===== config.mk =====
export PLATFORM = sky130hd
export DESIGN_NAME = fbit_err_monitor
export DESIGN_NICKNAME = d
export VERILOG_FILES = /design/src/rtl/fbit_mon_pkg.sv /design/src/rtl/fbit_window.sv /design/src/rtl/fbit_flag_ctrl.sv /design/src/rtl/fbit_err_monitor.sv
export SDC_FILE = /design/constraint.sdc
export NUM_CORES = 1
export LEC_CHECK = 0
export BUFFER_PORTS_ARGS = -buffer_cell sky130_fd_sc_hd__buf_2
export CAP_MARGIN = 20
export CORE_MARGIN = 8
export CORE_UTILIZATION = 62
export CTS_BUF_LIST = sky130_fd_sc_hd__clkbuf_8 sky130_fd_sc_hd__clkbuf_16
export DETAILED_ROUTE_END_ITERATION = 8
export HOLD_SLACK_MARGIN = 0.12
export PLACE_DENSITY = 0.89
export SLEW_MARGIN = 10
export SYNTH_ARGS = -nofsm -noshare
export SYNTH_HDL_FRONTEND = slang
export SYNTH_SLANG_ARGS = --single-unit

===== constraint.sdc =====
create_clock -name clk -period 3.8 [get_ports clk]
set_input_delay 0.76 -clock clk [delete_from_list [all_inputs] [get_ports clk]]
set_output_delay 0.76 -clock clk [all_outputs]
set_load 0.02 [all_outputs]

===== src/rtl/fbit_mon_pkg.sv =====
package fbit_mon_pkg;

  // One step of the running error count: add the entering bit, drop the leaving bit.
  function automatic int unsigned win_count_step(int unsigned cnt, logic add_bit, logic drop_bit);
    int unsigned r;
    r = cnt;
    if (add_bit)  r = r + 1;
    if (drop_bit) r = r - 1;
    return r;
  endfunction

  // Threshold test on the count.
  function automatic logic meets_threshold(int unsigned cnt, int unsigned thresh);
    return (cnt >= thresh);
  endfunction

  // Next flag value from the current flag, strobe, threshold result and framing status.
  function automatic logic flag_next(logic cur, logic strobe, logic over, logic framed);
    logic r;
    r = cur;
    if (strobe) begin
      if (over)        r = 1'b1;
      else if (framed) r = 1'b0;
    end
    return r;
  endfunction

endpackage


===== src/rtl/fbit_window.sv =====
module fbit_window #(
  parameter int WIN_LEN = 16,
  parameter int CNT_W   = $clog2(WIN_LEN + 1)
) (
  input  logic               clk,
  input  logic               rst_n,
  input  logic               shift_en,
  input  logic               err_in,
  output logic [WIN_LEN-1:0] win_q,
  output logic [CNT_W-1:0]   cnt_q,
  output logic [CNT_W-1:0]   cnt_next
);
  import fbit_mon_pkg::*;

  logic               drop_bit;
  logic [WIN_LEN-1:0] win_next;

  assign drop_bit = win_q[WIN_LEN-1];

  generate
    if (WIN_LEN == 1) begin : g_single
      assign win_next = err_in;
    end else begin : g_multi
      assign win_next = {win_q[WIN_LEN-2:0], err_in};
    end
  endgenerate

  always_comb begin
    cnt_next = cnt_q;
    if (shift_en)
      cnt_next = CNT_W'(win_count_step(32'(cnt_q), err_in, drop_bit));
  end

  always_ff @(posedge clk or negedge rst_n) begin
    if (!rst_n) begin
      win_q <= '0;
      cnt_q <= '0;
    end else if (shift_en) begin
      win_q <= win_next;
      cnt_q <= cnt_next;
    end
  end

endmodule


===== src/rtl/fbit_flag_ctrl.sv =====
module fbit_flag_ctrl #(
  parameter int SET_THRESH = 3,
  parameter int CNT_W      = 5
) (
  input  logic             clk,
  input  logic             rst_n,
  input  logic             strobe,
  input  logic             framed,
  input  logic [CNT_W-1:0] cnt_next,
  output logic             set_evt,
  output logic             clr_evt,
  output logic             flag_q
);
  import fbit_mon_pkg::*;

  logic over;

  assign over    = meets_threshold(32'(cnt_next), SET_THRESH);
  assign set_evt = strobe && over;
  assign clr_evt = strobe && !over && framed;

  always_ff @(posedge clk or negedge rst_n) begin
    if (!rst_n) flag_q <= 1'b0;
    else        flag_q <= flag_next(flag_q, strobe, over, framed);
  end

endmodule


===== src/rtl/fbit_err_monitor.sv =====
module fbit_err_monitor #(
  parameter int WIN_LEN    = 16,
  parameter int SET_THRESH = 3
) (
  input  logic clk,
  input  logic rst_n,
  input  logic fbit_stb,
  input  logic fbit_err,
  input  logic in_frame,
  output logic sev_err_flag
);
  localparam int CNT_W = $clog2(WIN_LEN + 1);

  logic [WIN_LEN-1:0] win_q;
  logic [CNT_W-1:0]   cnt_q;
  logic [CNT_W-1:0]   cnt_next;
  logic               set_evt;
  logic               clr_evt;

  fbit_window #(.WIN_LEN(WIN_LEN), .CNT_W(CNT_W)) win_i (
    .clk(clk), .rst_n(rst_n), .shift_en(fbit_stb), .err_in(fbit_err),
    .win_q(win_q), .cnt_q(cnt_q), .cnt_next(cnt_next)
  );

  fbit_flag_ctrl #(.SET_THRESH(SET_THRESH), .CNT_W(CNT_W)) flag_i (
    .clk(clk), .rst_n(rst_n), .strobe(fbit_stb), .framed(in_frame),
    .cnt_next(cnt_next), .set_evt(set_evt), .clr_evt(clr_evt), .flag_q(sev_err_flag)
  );

endmodule


==> results.json <==
{
  "leakage_nw": 0.5270,
  "slew_headroom_pct": 64.85,
  "rsz0062_at_grt": "no",
  "syn_nets": 97,
  "reg2reg_depth": 8,
  "die_w_um": 57.93,
  "worst_slack_ps": 1539,
  "synth_top_area_share_pct": 50.52,
  "required_ps": 3940,
  "synth_top_area_cell": "dfrtp_1",
  "pin_count": 6,
  "routed_wl_um": 1686,
  "hold_viol": 0,
  "clk_path_buf_depth": 2,
  "num_vias": 659,
  "crit_chain": "ha_1 -> mux2i_1 -> ha_1 -> nand2_1 -> xor3_1 -> a221o_1 -> a31oi_1 -> o211ai_1",
  "fp.dieH_um": 57.93,
  "area_delta_synth_final_pct": 6.774,
  "synth.most_common_cell": "dfrtp_1",
  "drt-pass1-iter-count": 4,
  "port_buffers": 5,
  "root_buffer": "clkbuf_8",
  "numCtsBuffers": 3,
  "dpl.hpwl_um": 1225,
  "yosys-top-cells-area": "dfrtp_1, mux2_1, xnor2_1",
  "worstMarginPinSlew_ps": 527.2,
  "drcViolationCount": 0,
  "fin_crit_sh_pct": 59.50,
  "critPathArrivalTime_ps": 2400,
  "drt_iter0_markers": 12,
  "cts_sinks": 22,
  "grt_pass1_vias": 653,
  "seq_area_frac_synth_pct": 50.52,
  "start_kind": "flop",
  "cp_slowest_stage_delay_ps": 460,
  "synth_common_cells": "dfrtp_1, mux2_1, nand2_1",
  "htree_levels": 1,
  "grt_max_degree": 31,
  "coreArea_mm2": 0.001689,
  "synth_edf_count": 0,
  "wl_per_cell_um": 15.05,
  "path_clk_slew_ps": 70,
  "yosys_warnings": 0,
  "grt-ovfl-total": 0,
  "synthArstFlopShare_pct": 100.0,
  "setup_viol_count_final": 0,
  "hold_buffers": 0,
  "grt_antenna_before_repair": 0,
  "skew_ps": 1.713,
  "finalSetupTns_ps": 0,
  "r2r-start": "win_i.cnt_q[0]",
  "critPathCaptureType": "flop",
  "cp_max_fo": 6,
  "fin_crit_ps": 2261,
  "final_nets": 103,
  "finalInstanceArea_mm2": 0.001164,
  "critical_path_depth": 8,
  "post_cts_buffers": 0,
  "cts_tree": "done",
  "outcome": "complete, no violations",
  "viasPerCell": 5.884,
  "synth_top_flop_cell": "dfrtp_1",
  "drt.antenna.violating_nets": 0,
  "antennaDiodeCount": 0,
  "cp_common_cell": "ha_1",
  "place_area_mm2": 0.001109,
  "maxCapViolCount": 0,
  "crit_slowest_cell": "dfrtp_1",
  "cellPowerDensity_mw_per_mm2": 744.1,
  "gp_congestion": 0.8772,
  "max_freq_ghz": 0.4423,
  "slew_violations": 0,
  "row_count": 15,
  "reg2reg_setup_slack_ps": 1540,
  "place_ws_ps": 1326,
  "syn_avg_cell_area_um2": 12.11,
  "crit_family": "compound AO/OA/AOI/OAI gates",
  "hp-class": "input port to asynchronous set/reset pin",
  "ir_worst_vdd_v": 0.0004439,
  "dieArea_mm2": 0.003355,
  "initial_core_util_pct": 64.52,
  "synth_cells": 90,
  "yosysUniqueCellTypes": 30,
  "critPathBufInv": 0,
  "path_class": "flop to flop",
  "r2r_end": "flag_i.flag_q",
  "ys_ff_latch": 22,
  "grt_pass1_wl_um": 2877,
  "drive_above_1_share_pct": 12.63,
  "synth_area_mm2": 0.001090,
  "track_usage_pct": 11.18,
  "worstSkewPairLatency_ps": 260,
  "post_cts_resized": 0
}
[worst max path at each step]
stage	startpoint	endpoint	slack (ps)
after floorplan	fbit_err	flag_i.flag_q	1570
after global placement	fbit_err	flag_i.flag_q	1440
after detailed placement	fbit_err	flag_i.flag_q	1330
after CTS	win_i.cnt_q[0]	flag_i.flag_q	1530
after global routing	win_i.cnt_q[0]	flag_i.flag_q	1420
final	win_i.cnt_q[0]	flag_i.flag_q	1540
[kinds of logic (layout without fill, tap and decap cells)]
| group | after synthesis | count (layout) | synth area share [%] |
|---|---|---|---|
| AO/OA/AOI/OAI | 15 | 15 | 9.529 |
| XOR/XNOR | 11 | 11 | 10.22 |
| adder cells (fa/ha/maj) | 2 | 2 | 2.296 |
| buffers and inverters | 7 | 12 | 3.558 |
| flip-flops | 22 | 22 | 50.52 |
| multiplexers | 15 | 15 | 15.38 |
| AND/OR/NAND/NOR | 18 | 18 | 8.495 |
[cell type report]
cell class	count	area, um^2
inverters	3	11.26
fillers	111	525.5
clock buffers	4	55.05
well taps	17	21.27
flip-flops and latches	22	550.5
multi-input cells	61	500.5
repair buffers	5	25.02
[worst register-to-register path: cells and delay by family (launching register included)]
kind	cells	cell delay (ps)
flops	1	460
compound gates	3	630
simple gates	1	140
xor+xnor	1	230
mux	1	90
fa+ha+maj	2	590
[flip-flops by register name, summed over array words and instances, names as in the netlist]
register       flops
win_i.win_q       16
win_i.cnt_q        5
flag_i.flag_q      1
[cell usage in the layout, fill, tap and decap left out, types with 2 or more instances in the layout]
cell,instances
a21oi_1,2
and3_1,2
buf_2,5
clkbuf_8,4
dfrtp_1,22
ha_1,2
inv_1,3
mux2_1,14
nand2_1,9
nor2_1,2
o211ai_1,2
o21ai_1,4
xnor2_1,7
xor2_1,3
[stage by stage]
stage | util, % | cells | total power [W] | hold slack [ps]
floorplan | - | 90 | 0.0006326 | 451.8
global placement | 65.63 | 108 | 0.0006829 | 462.4
detailed placement | 65.63 | 108 | 0.0007076 | 473.1
CTS | 68.89 | 112 | 0.0008727 | 456.4
global route | 68.89 | 112 | 0.0009223 | 488.8
finish | 68.89 | 112 | 0.0008659 | 451.2
[routing by layer]
metal / track usage, % / wire [um] / vias up
li1: - / - / 324
met2: 17.36 / 824 / 11
met4: 6.643 / 34 / 0
met1: 13.35 / 770 / 319
met5: 0 / 0 / -
met3: 3.311 / 57 / 5
[power by group]
group	total [W]	leakage (nW)	internal, W	switching [W]
clock	0.000162	0.0288	0.0000922	0.0000698
combinational	0.000291	0.233	0.000158	0.000133
sequential	0.000413	0.265	0.000328	0.0000854
Note: power is estimated with default switching activity, not from simulation.
